**config.mk**
```make
export PLATFORM = sky130hd
export DESIGN_NAME = bufempty_irq
export DESIGN_NICKNAME = d
export VERILOG_FILES = /design/src/rtl/bempty_pkg.sv /design/src/rtl/bempty_enable_reg.sv /design/src/rtl/bempty_pending.sv /design/src/rtl/bempty_readmux.sv /design/src/rtl/bufempty_irq.sv
export SDC_FILE = /design/constraint.sdc
export NUM_CORES = 1
export LEC_CHECK = 0
export BUFFER_PORTS_ARGS = -buffer_cell sky130_fd_sc_hd__buf_4
export CORE_MARGIN = 4
export CORE_UTILIZATION = 48
export DETAILED_ROUTE_END_ITERATION = 8
export PLACE_DENSITY = 0.76
export SLEW_MARGIN = 5
export SYNTH_ARGS = -nofsm -noshare
export SYNTH_HDL_FRONTEND = slang
export SYNTH_SLANG_ARGS = --single-unit
```
**constraint.sdc**
```tcl
create_clock -name clk -period 1.72 [get_ports clk]
set_clock_uncertainty 0.1 [all_clocks]
set_input_delay 0.344 -clock clk [delete_from_list [all_inputs] [get_ports clk]]
set_output_delay 0.344 -clock clk [all_outputs]
set_load 0.02 [all_outputs]
```
**src/rtl/bempty_pkg.sv**
```systemverilog
// Shared register selects for the buffer-empty interrupt controller.
// Assumes a two-bit word address on the register port.
package bempty_pkg;
    typedef enum logic [1:0] {
        SEL_ENABLE  = 2'd0,
        SEL_PENDING = 2'd1,
        SEL_SUMMARY = 2'd2,
        SEL_SPARE   = 2'd3
    } reg_sel_e;
endpackage

```
**src/rtl/bempty_enable_reg.sv**
```systemverilog
// Enable mask for the pipes. Only the low NUM_PIPES bits exist,
// so the write data above them is dropped here.
// Assumes the write strobe is already qualified with the address.
module bempty_enable_reg #(
    parameter int NUM_PIPES = 10
) (
    input  logic                 clk,
    input  logic                 rst_n,
    input  logic                 wr_stb,
    input  logic [NUM_PIPES-1:0] wr_bits,
    output logic [NUM_PIPES-1:0] en_q
);
    // Holds the mask and loads it on a qualified write.
    always_ff @(posedge clk) begin
        if (!rst_n)      en_q <= '0;
        else if (wr_stb) en_q <= wr_bits;
    end
endmodule

```
**src/rtl/bempty_pending.sv**
```systemverilog
// Pending flags, one flop per pipe. A flag is set by an event on an
// enabled pipe and cleared by writing 0 to it. When both happen in the
// same cycle, the set wins.
// Assumes events are one-cycle pulses in the clk domain.
module bempty_pending #(
    parameter int NUM_PIPES = 10
) (
    input  logic                 clk,
    input  logic                 rst_n,
    input  logic [NUM_PIPES-1:0] evt,
    input  logic [NUM_PIPES-1:0] en,
    input  logic                 wr_stb,
    input  logic [NUM_PIPES-1:0] wr_bits,
    output logic [NUM_PIPES-1:0] pend_q
);
    for (genvar p = 0; p < NUM_PIPES; p++) begin : g_pipe
        logic set_p;
        logic clr_p;
        assign set_p = evt[p] & en[p];
        assign clr_p = wr_stb & ~wr_bits[p];
        // One pending flop per pipe; the set takes priority over the clear.
        always_ff @(posedge clk) begin
            if (!rst_n)     pend_q[p] <= 1'b0;
            else if (set_p) pend_q[p] <= 1'b1;
            else if (clr_p) pend_q[p] <= 1'b0;
        end
    end
endmodule

```
**src/rtl/bempty_readmux.sv**
```systemverilog
// Registered read path. It loads the selected register on a read
// strobe and holds its value otherwise.
// Assumes NUM_PIPES <= REG_W.
module bempty_readmux
    import bempty_pkg::*;
#(
    parameter int NUM_PIPES = 10,
    parameter int REG_W     = 16
) (
    input  logic                 clk,
    input  logic                 rst_n,
    input  logic                 rd_stb,
    input  reg_sel_e             sel,
    input  logic [NUM_PIPES-1:0] en,
    input  logic [NUM_PIPES-1:0] pend,
    input  logic                 summary,
    output logic [REG_W-1:0]     rdata
);
    logic [REG_W-1:0] rd_next;

    // Picks the addressed word; bits above NUM_PIPES stay 0.
    always_comb begin
        rd_next = '0;
        unique case (sel)
            SEL_ENABLE:  rd_next[NUM_PIPES-1:0] = en;
            SEL_PENDING: rd_next[NUM_PIPES-1:0] = pend;
            SEL_SUMMARY: rd_next[0]             = summary;
            SEL_SPARE:   rd_next                = '0;
        endcase
    end

    // Captures the read word one cycle after the strobe.
    always_ff @(posedge clk) begin
        if (!rst_n)      rdata <= '0;
        else if (rd_stb) rdata <= rd_next;
    end
endmodule

```
**src/rtl/bufempty_irq.sv**
```systemverilog
// Top of the per-pipe buffer-empty interrupt controller. It decodes the
// register strobes, holds the enable mask and the pending flags, and
// drives the level interrupt from their AND-OR.
// Assumes a single clock and synchronous active-low reset.
module bufempty_irq
    import bempty_pkg::*;
#(
    parameter int NUM_PIPES = 10,
    parameter int REG_W     = 16,
    parameter int ADDR_W    = 2
) (
    input  logic                 clk,
    input  logic                 rst_n,
    input  logic [NUM_PIPES-1:0] pipe_empty,
    input  logic                 reg_wr,
    input  logic                 reg_rd,
    input  logic [ADDR_W-1:0]    reg_addr,
    input  logic [REG_W-1:0]     reg_wdata,
    output logic [REG_W-1:0]     reg_rdata,
    output logic                 irq
);
    reg_sel_e             sel;
    logic                 en_wr;
    logic                 pend_wr;
    logic [NUM_PIPES-1:0] en_q;
    logic [NUM_PIPES-1:0] stat_q;
    logic                 summary;

    assign sel     = reg_sel_e'(reg_addr);
    assign en_wr   = reg_wr & (sel == SEL_ENABLE);
    assign pend_wr = reg_wr & (sel == SEL_PENDING);

    bempty_enable_reg #(.NUM_PIPES(NUM_PIPES)) u_en (
        .clk     (clk),
        .rst_n   (rst_n),
        .wr_stb  (en_wr),
        .wr_bits (reg_wdata[NUM_PIPES-1:0]),
        .en_q    (en_q)
    );

    bempty_pending #(.NUM_PIPES(NUM_PIPES)) u_pend (
        .clk     (clk),
        .rst_n   (rst_n),
        .evt     (pipe_empty),
        .en      (en_q),
        .wr_stb  (pend_wr),
        .wr_bits (reg_wdata[NUM_PIPES-1:0]),
        .pend_q  (stat_q)
    );

    // Summary: any enabled pipe with a pending flag.
    assign summary = |(stat_q & en_q);
    assign irq     = summary;

    bempty_readmux #(.NUM_PIPES(NUM_PIPES), .REG_W(REG_W)) u_rd (
        .clk     (clk),
        .rst_n   (rst_n),
        .rd_stb  (reg_rd),
        .sel     (sel),
        .en      (en_q),
        .pend    (stat_q),
        .summary (summary),
        .rdata   (reg_rdata)
    );
endmodule

```
== After elaboration in Yosys (flattened, before gate mapping) ==
Index checks and enable logic that the tools add are counted.

* Add/sub/neg operators: 0
* $mul: 0
* Divide/modulo/power cells: 0
* $lt $le $gt $ge: 0
* Equality and inequality tests: 3
* Shift-type cells: 0
* Muxes and demuxes: 22
* Bitwise logic cells: 33
* Reduce and logical (&&, ||, !) cells: 12

{| class="wikitable"
|+ Operators with widths
! kind !! number
|-
| bitwise AND 1 bit || 22
|-
| two-way mux 1 bit || 20
|-
| nonzero test 2 bit || 10
|-
| case mux 9 bit (2 select lines) || 1
|-
| bitwise AND 10 bit || 1
|-
| NOT 1 bit || 10
|-
| OR reduction 10 bit || 1
|-
| == test 2 bit (second input constant) || 2
|-
| case mux 1 bit (4 select lines) || 1
|-
| == test 2 x 1 -> 1 bit (second input constant) || 1
|-
| logical NOT 2 bit || 1
|}

* Register bits after elaboration: 30
* Latch bits: 0
* Bits in writable memories: 0
* ROM bits: 0
* Bits of input ports: 32
* Word-level logic and storage cells: 82
* Memories: 0

== Longest topological paths before layout ==
Gate-level depths: netlist of the first run.

* Word-level depth: 5
* Mapped depth: 4
* Mapped depth without buffers: 4

== Modules after synthesis ==
From an unflattened synthesis of the first run, not the netlist that was laid out.

* Cells, all modules: 144
* Area, all modules: 1393.8 sq um

{| class="wikitable"
|+ By module, submodules not included
! module !! instances !! cells each !! area an instance (sq um) !! sequential area each (sq um)
|-
| bempty_readmux || 1 || 53 || 488.0 || 200.2
|-
| bempty_pending || 1 || 52 || 462.9 || 200.2
|-
| bempty_enable_reg || 1 || 31 || 374.1 || 200.2
|-
| bufempty_irq || 1 || 8 || 68.8 || 0.0
|}

== Worst setup path after synthesis of the first run ==
OpenSTA, ideal clock, no wires.

* Kind: register to output
* From: register u_en.en_q[9]
* To: output port irq
* Data arrival time: 0.987 ns
* Path slack: 0.289 ns
* Cell stages (with the launch flop): 4
* Cell sequence: dfxtp_1 a22o_1 a221oi_2 nand4_1

* Word-level cells in the longest chain between the ends: 2

{| class="wikitable"
|+ Ends and longest elaborated chain
! item !! line !! text
|-
| from (decl) || bempty_enable_reg.sv:11 || <nowiki>output logic [NUM_PIPES-1:0] en_q</nowiki>
|-
| from (signal assigned) || bempty_enable_reg.sv:16 || <nowiki>else if (wr_stb) en_q <= wr_bits;</nowiki>
|-
| bitwise AND 10 bit || bufempty_irq.sv:52 || <nowiki>assign summary = |(stat_q & en_q);</nowiki>
|-
| OR reduction 10 bit || bufempty_irq.sv:52 ||
|-
| to (decl) || bufempty_irq.sv:20 || <nowiki>output logic irq</nowiki>
|}

No other way between the ends.

== Final worst setup path of the first run ==
Ends and elaborated chain as after synthesis.

==> impl_metrics.yaml, run 1 <==
outcome:
  status: "complete, but fails checks"
  violations: "setup timing"
sta:
  period_share_pct: 107
  drv_slew: 0
  fmax_ghz: 0.543
  grt_setup_unrepaired: "true"
  hold_slack_ps: 192
  setup_ws_ps: -122
  hold_viol: 0
  finalSetupViolCount: 1
  period_needed_ps: 1840
logic_synthesis:
  yosysUniqueCellTypes: 21
  netlist_area_um2: 1360
  syn_area_per_cell_um2: 9.44
  synth-seq-area-share_pct: 44.2
  yosys_register_bits: 30
  syn-instance-count: 144
  ys_warn_count: 0
placement:
  gp_congestion: 0.736
  hpwl_um: 2040
  dpl_cell_area_um2: 1620
  port-buffer-count: 36
die:
  die_h_um: 61.2
  pin_count: 49
  start_util_pct: 49.7
  dieArea_um2: 3750
  die_width_um: 61.2
  design.core.area_um2: 2730
  rows: 19
finish:
  num_antenna_cells: 0
  area_growth_pct: 24.4
  final_nets: 215
  final_cell_mix: "40 x buf_4, 28 x dfxtp_1, 20 x mux2i_1, 11 x o21ai_0"
  final_area_um2: 1690
  drive_above_1_share_pct: 26.8
  fill_cells: 238
  layout_commonest_cell: "buf_4"
power_and_ir_drop:
  switching_share_pct: 24.2
  seq_power_share_pct: 58.4
  ir_drop_mv: 0.541
  pwr-share-clk_pct: 29.8
  p_sw_uw: 301
  p_int_uw: 940
  p_per_area_nw_per_um2: 733
  p_leak_uw: 0.000672
  combinationalPowerShare_pct: 11.8
grt:
  grt.total_usage_pct: 16.1
  antenna_found_initial: 0
  grt_pass1_vias: 1048
  grt_max_degree: 31
  overflow: 0
  grt_pass1_wl_um: 4420
clocking:
  clk_pin_slew_ps: 80
  ctsHoldBuffers: 0
  clk_path_buf_depth: 2
  insertion_delay_ps: 310
  tritoncts: "yes"
  cts_buffers: 5
  root_buffer: "clkbuf_4"
  htreeDepth: 2
  clock-sinks: 30
critical_path:
  regToRegSetupSlack_ps: 170
  crit_path_start_kind: "flip-flop"
  critPathCaptureType: "primary output"
  arrival_ps: 1400
  worstPathRequired_ps: 1280
  r2r_cells: 6
  crit_type: "reg2out"
  crit_path_max_fanout: 2
  rr_startpoint: "u_en.en_q[9]"
  r2r-end: "u_rd.rdata[0]"
detailed_routing:
  drtIter0Drc: 17
  via_count: 1119
  ant_nets: 0
  viasPerCell: 5.23
  drt-pass1-iter-count: 4
  finalWirelength_um: 2760
  remaining_drc_errors: 0
  wire_per_inst_um: 12.9
worst_hold_path:
  min_delay_worst_endpoint: "u_pend.pend_q[2]"
  min_path_cells: 3
  hp-class: "in2reg"
  hp-start: "pipe_empty[2]"
job:
  maxCapViolations: 0
## worst max-delay path: stages (launching register included)
cell and delay [ps]:
dfxtp_2 330, a22o_1 230, a221oi_2 210, nand4_1 140, buf_4 180
## cells in the mapped netlist
| master | instances | share of area, % |
|---|---|---|
| a21boi_0 | 10 | 5.5 |
| a221oi_2 | 1 | 1.1 |
| a22o_1 | 1 | 0.64 |
| a22oi_1 | 3 | 1.7 |
| a41oi_1 | 1 | 0.64 |
| and2_1 | 9 | 4.1 |
| buf_4 | 8 | 4.4 |
| clkbuf_1 | 5 | 1.4 |
| conb_1 | 1 | 0.28 |
| dfxtp_1 | 30 | 44 |
| inv_1 | 9 | 2.5 |
| mux2i_1 | 20 | 15 |
| nand2_1 | 10 | 2.8 |
| nand2b_1 | 2 | 0.92 |
| nand3b_1 | 1 | 0.55 |
| nand4_1 | 1 | 0.46 |
| nor2b_1 | 10 | 4.6 |
| nor3b_1 | 1 | 0.55 |
| o21ai_0 | 11 | 4.0 |
| o221a_1 | 1 | 0.83 |
| o22ai_1 | 9 | 4.1 |
## kinds of logic after synthesis
kind of cell	share of synthesized area [%]
compound gates	18.6
mux	14.7
simple gates	14.0
other cells	0.276
buf+inv	8.28
flops	44.2
## power groups by stage
stage | Clock, uW | Combinational [uW] | Sequential (uW)
floorplan | 0 | 87.5 | 740
global placement | 0 | 141 | 740
detailed placement | 0 | 144 | 741
CTS | 379 | 146 | 724
global route | 403 | 160 | 727
finish | 370 | 146 | 724
## state kept, by name, indices dropped and copies added, names as in the netlist
name and count:
u_en.en_q 10, u_pend.pend_q 10, u_rd.rdata 10
## per-stage QoR
stage	std cells	util [%]	TNS, ps	setup slack (ps)	power (uW)
2_1_floorplan	149	-	0	289	828
3_3_place_gp	204	59.3	0	206	881
3_5_place_dp	204	59.3	0	202	885
4_1_cts	213	61.6	-102	-102	1250
5_1_grt	214	61.9	-212	-212	1290
6_report	214	61.9	-122	-122	1240
## metal layers
layer  vias to the layer above  part of all wire (%)  track usage [%]
li1                        565                     -                -
met1                       517                    46             19.3
met2                        31                    45             26.0
met3                         6                   6.3             4.40
met4                         0                   2.0             8.98
met5                         -                     0                0
## layout make-up
cell class | instances | area (um2) | share of cell area [%]
multi-input cells | 97 | 671 | 39.6
flip-flops and latches | 30 | 603 | 35.7
inverters | 9 | 33.8 | 2.00
clock buffers | 7 | 45.0 | 2.66
repair buffers | 40 | 300 | 17.8
well taps | 31 | 38.8 | 2.29
## how the worst max path moves through the flow
stage / cells after the start / end / start / slack [ps]
finish: 4 / irq / u_en.en_q[9] / -120
floorplan: 3 / irq / u_en.en_q[9] / 290
CTS: 4 / irq / u_en.en_q[9] / -100
detailed placement: 4 / irq / u_en.en_q[9] / 200
global placement: 4 / irq / u_en.en_q[9] / 210
global route: 4 / irq / u_en.en_q[9] / -210
## what timing repair did
action / 4_1_cts / 5_1_grt
endpoints found under the setup margin: 1 / 1
resized for setup: 2 / 0
pin swaps: 1 / 1
buffers inserted: 2 / 1
endpoints found under the hold margin: 0 / 0
(Power assumes the default switching activity.)
==> run 2: changes to the inputs <==
RECOVER_POWER = 25   (was default)
==> run 2 against run 1 <==
The flow still finishes with violations (setup timing). Core utilization decreased by 0.14 points. Clock-buffer cell count did not move. Sequential power barely moved. Critical path depth unchanged. Power about the same. Worst setup slack improved by 0.52 ps. Worst hold slack is essentially flat. Critical endpoint unchanged. Fmax about the same. Die area stayed put.
==> impl_metrics.yaml, run 2 (synthesis gave the netlist of run 1 again) <==
outcome:
  violations: "setup timing"
  status: "complete, but fails checks"
finish:
  area_growth_pct: 24.1
  layout_commonest_cell: "buf_4"
  fill_cells: 237
  multi_input_area_um2: 671
  num_antenna_cells: 0
  final_area_um2: 1690
  final_cell_mix: "39 x buf_4, 28 x dfxtp_1, 20 x mux2i_1, 11 x o21ai_0"
  final_nets: 215
  regArea_um2: 603
  top_regs: "u_en.en_q (10), u_pend.pend_q (10), u_rd.rdata (10)"
  drive_above_1_share_pct: 26.2
sta:
  fmax_ghz: 0.543
  finalSetupViolCount: 1
  grt_setup_unrepaired: "true"
  period_share_pct: 107
  worstMarginPinSlew_ps: 759
  period_needed_ps: 1840
  drv_slew: 0
  maxSlewHeadroom_pct: 49.4
  hold_viol: 0
  setup_ws_ps: -122
placement:
  gp_congestion: 0.736
  dpl_cell_area_um2: 1620
  hpwl_um: 2040
  port-buffer-count: 36
  pre_cts_slack_ps: 202
critical_path:
  crit_type: "reg2out"
  crit_path_start_kind: "flip-flop"
  r2r_cells: 6
  path_delay_family: "compound AO/OA/AOI/OAI gates"
  critPathSlowestCell: "dfxtp_2"
  max_stage_delay_ps: 330
  critPathBufInv: 1
  r2r-end: "u_rd.rdata[0]"
  arrival_ps: 1400
  path_cells: "a22o_1 -> a221oi_2 -> nand4_1 -> buf_4"
  rr_startpoint: "u_en.en_q[9]"
  regToRegSetupSlack_ps: 170
  critPathCaptureType: "primary output"
  crit_path_max_fanout: 2
  worstPathRequired_ps: 1280
power_and_ir_drop:
  power.total_uw: 1240
  p_per_area_nw_per_um2: 735
  seq_power_share_pct: 58.4
  pwr-share-clk_pct: 29.9
  p_leak_uw: 0.000662
  ir_drop_mv: 0.541
  combinationalPowerShare_pct: 11.7
  p_sw_uw: 301
  switching_share_pct: 24.3
  p_int_uw: 939
detailed_routing:
  ant_nets: 0
  wire_per_inst_um: 12.9
  finalWirelength_um: 2760
  viasPerCell: 5.21
  via_count: 1116
  drt-pass1-iter-count: 4
  remaining_drc_errors: 0
  drtIter0Drc: 16
worst_hold_path:
  hp-class: "in2reg"
  min_delay_worst_endpoint: "u_pend.pend_q[2]"
  hp-start: "pipe_empty[2]"
  min_path_cells: 3
grt:
  grt_max_degree: 31
  grt_pass1_vias: 1048
  grt_pass1_wl_um: 4420
  grt.total_usage_pct: 16.1
  overflow: 0
  antenna_found_initial: 0
die:
  die_width_um: 61.2
  design.core.area_um2: 2730
  start_util_pct: 49.7
  die_h_um: 61.2
  rows: 19
  pin_count: 49
  dieArea_um2: 3750
clocking:
  clk_pin_slew_ps: 80
  clk_path_buf_depth: 2
  clock-sinks: 30
  tritoncts: "yes"
  htreeDepth: 2
  root_buffer: "clkbuf_4"
  ctsHoldBuffers: 0
  cts_buffers: 5
  insertion_delay_ps: 310
job:
  maxCapViolations: 0
==> run 2: changes by cell type in the layout (fill, tap and decap cells not counted), sizes merged <==
| cell | change |
|---|---|
| buf | -1 |
| clkbuf | +1 |
==> run 2: worst register-to-register path, cell delays in order (launching register included) <==
cell and delay [ps]:
dfxtp_2 330, a22o_1 230, a221oi_2 210, buf_4 160
buf_4 90, a41oi_1 110, o221a_1 240
==> run 2: worst max path at each step <==
stage,from,cells past startpoint,endpoint
6_report,u_en.en_q[9],4,irq
3_5_place_dp,u_en.en_q[9],4,irq
2_1_floorplan,u_en.en_q[9],3,irq
4_1_cts,u_en.en_q[9],4,irq
5_1_grt,u_en.en_q[9],4,irq
3_3_place_gp,u_en.en_q[9],4,irq
==> run 2: per-stage QoR <==
step                hold WS, ps  utilization [%]  TNS, ps  cells
floorplan                   366                -        0    149
finish                      192             61.7     -122    214
CTS                         181             61.6     -102    213
global placement            378             59.3        0    204
global route                181             61.7     -212    214
detailed placement          391             59.3        0    204
==> run 2: power groups by stage <==
| stage | Clock, uW | Combinational, uW | Sequential, uW |
|---|---|---|---|
| after global placement | 0 | 141 | 740 |
| final | 370 | 146 | 724 |
| after floorplan | 0 | 87.5 | 740 |
| after global routing | 403 | 159 | 727 |
| after detailed placement | 0 | 144 | 741 |
| after CTS | 379 | 146 | 724 |
==> run 2: repair_timing <==
action / 4_1_cts / 5_1_grt
gates resized for setup: 2 / 0
endpoints found under the hold margin: 0 / 0
setup endpoints to repair: 1 / 1
setup buffers: 2 / 1
pin swaps: 1 / 1
==> run 2: cell type report <==
cell class	instances	area share, %
multi-input combinational	97	39.7
timing repair buffer	40	17.6
inverter	9	2.00
tap	31	2.30
clock buffer	7	2.67
sequential	30	35.7
==> run 2: metal layers <==
metal	vias to the layer above	GRT usage (%)	share of wire, %
met5	-	0	0
met4	0	8.98	2.0
met3	6	4.40	6.5
met2	30	26.0	45
met1	516	19.3	47
li1	564	-	-
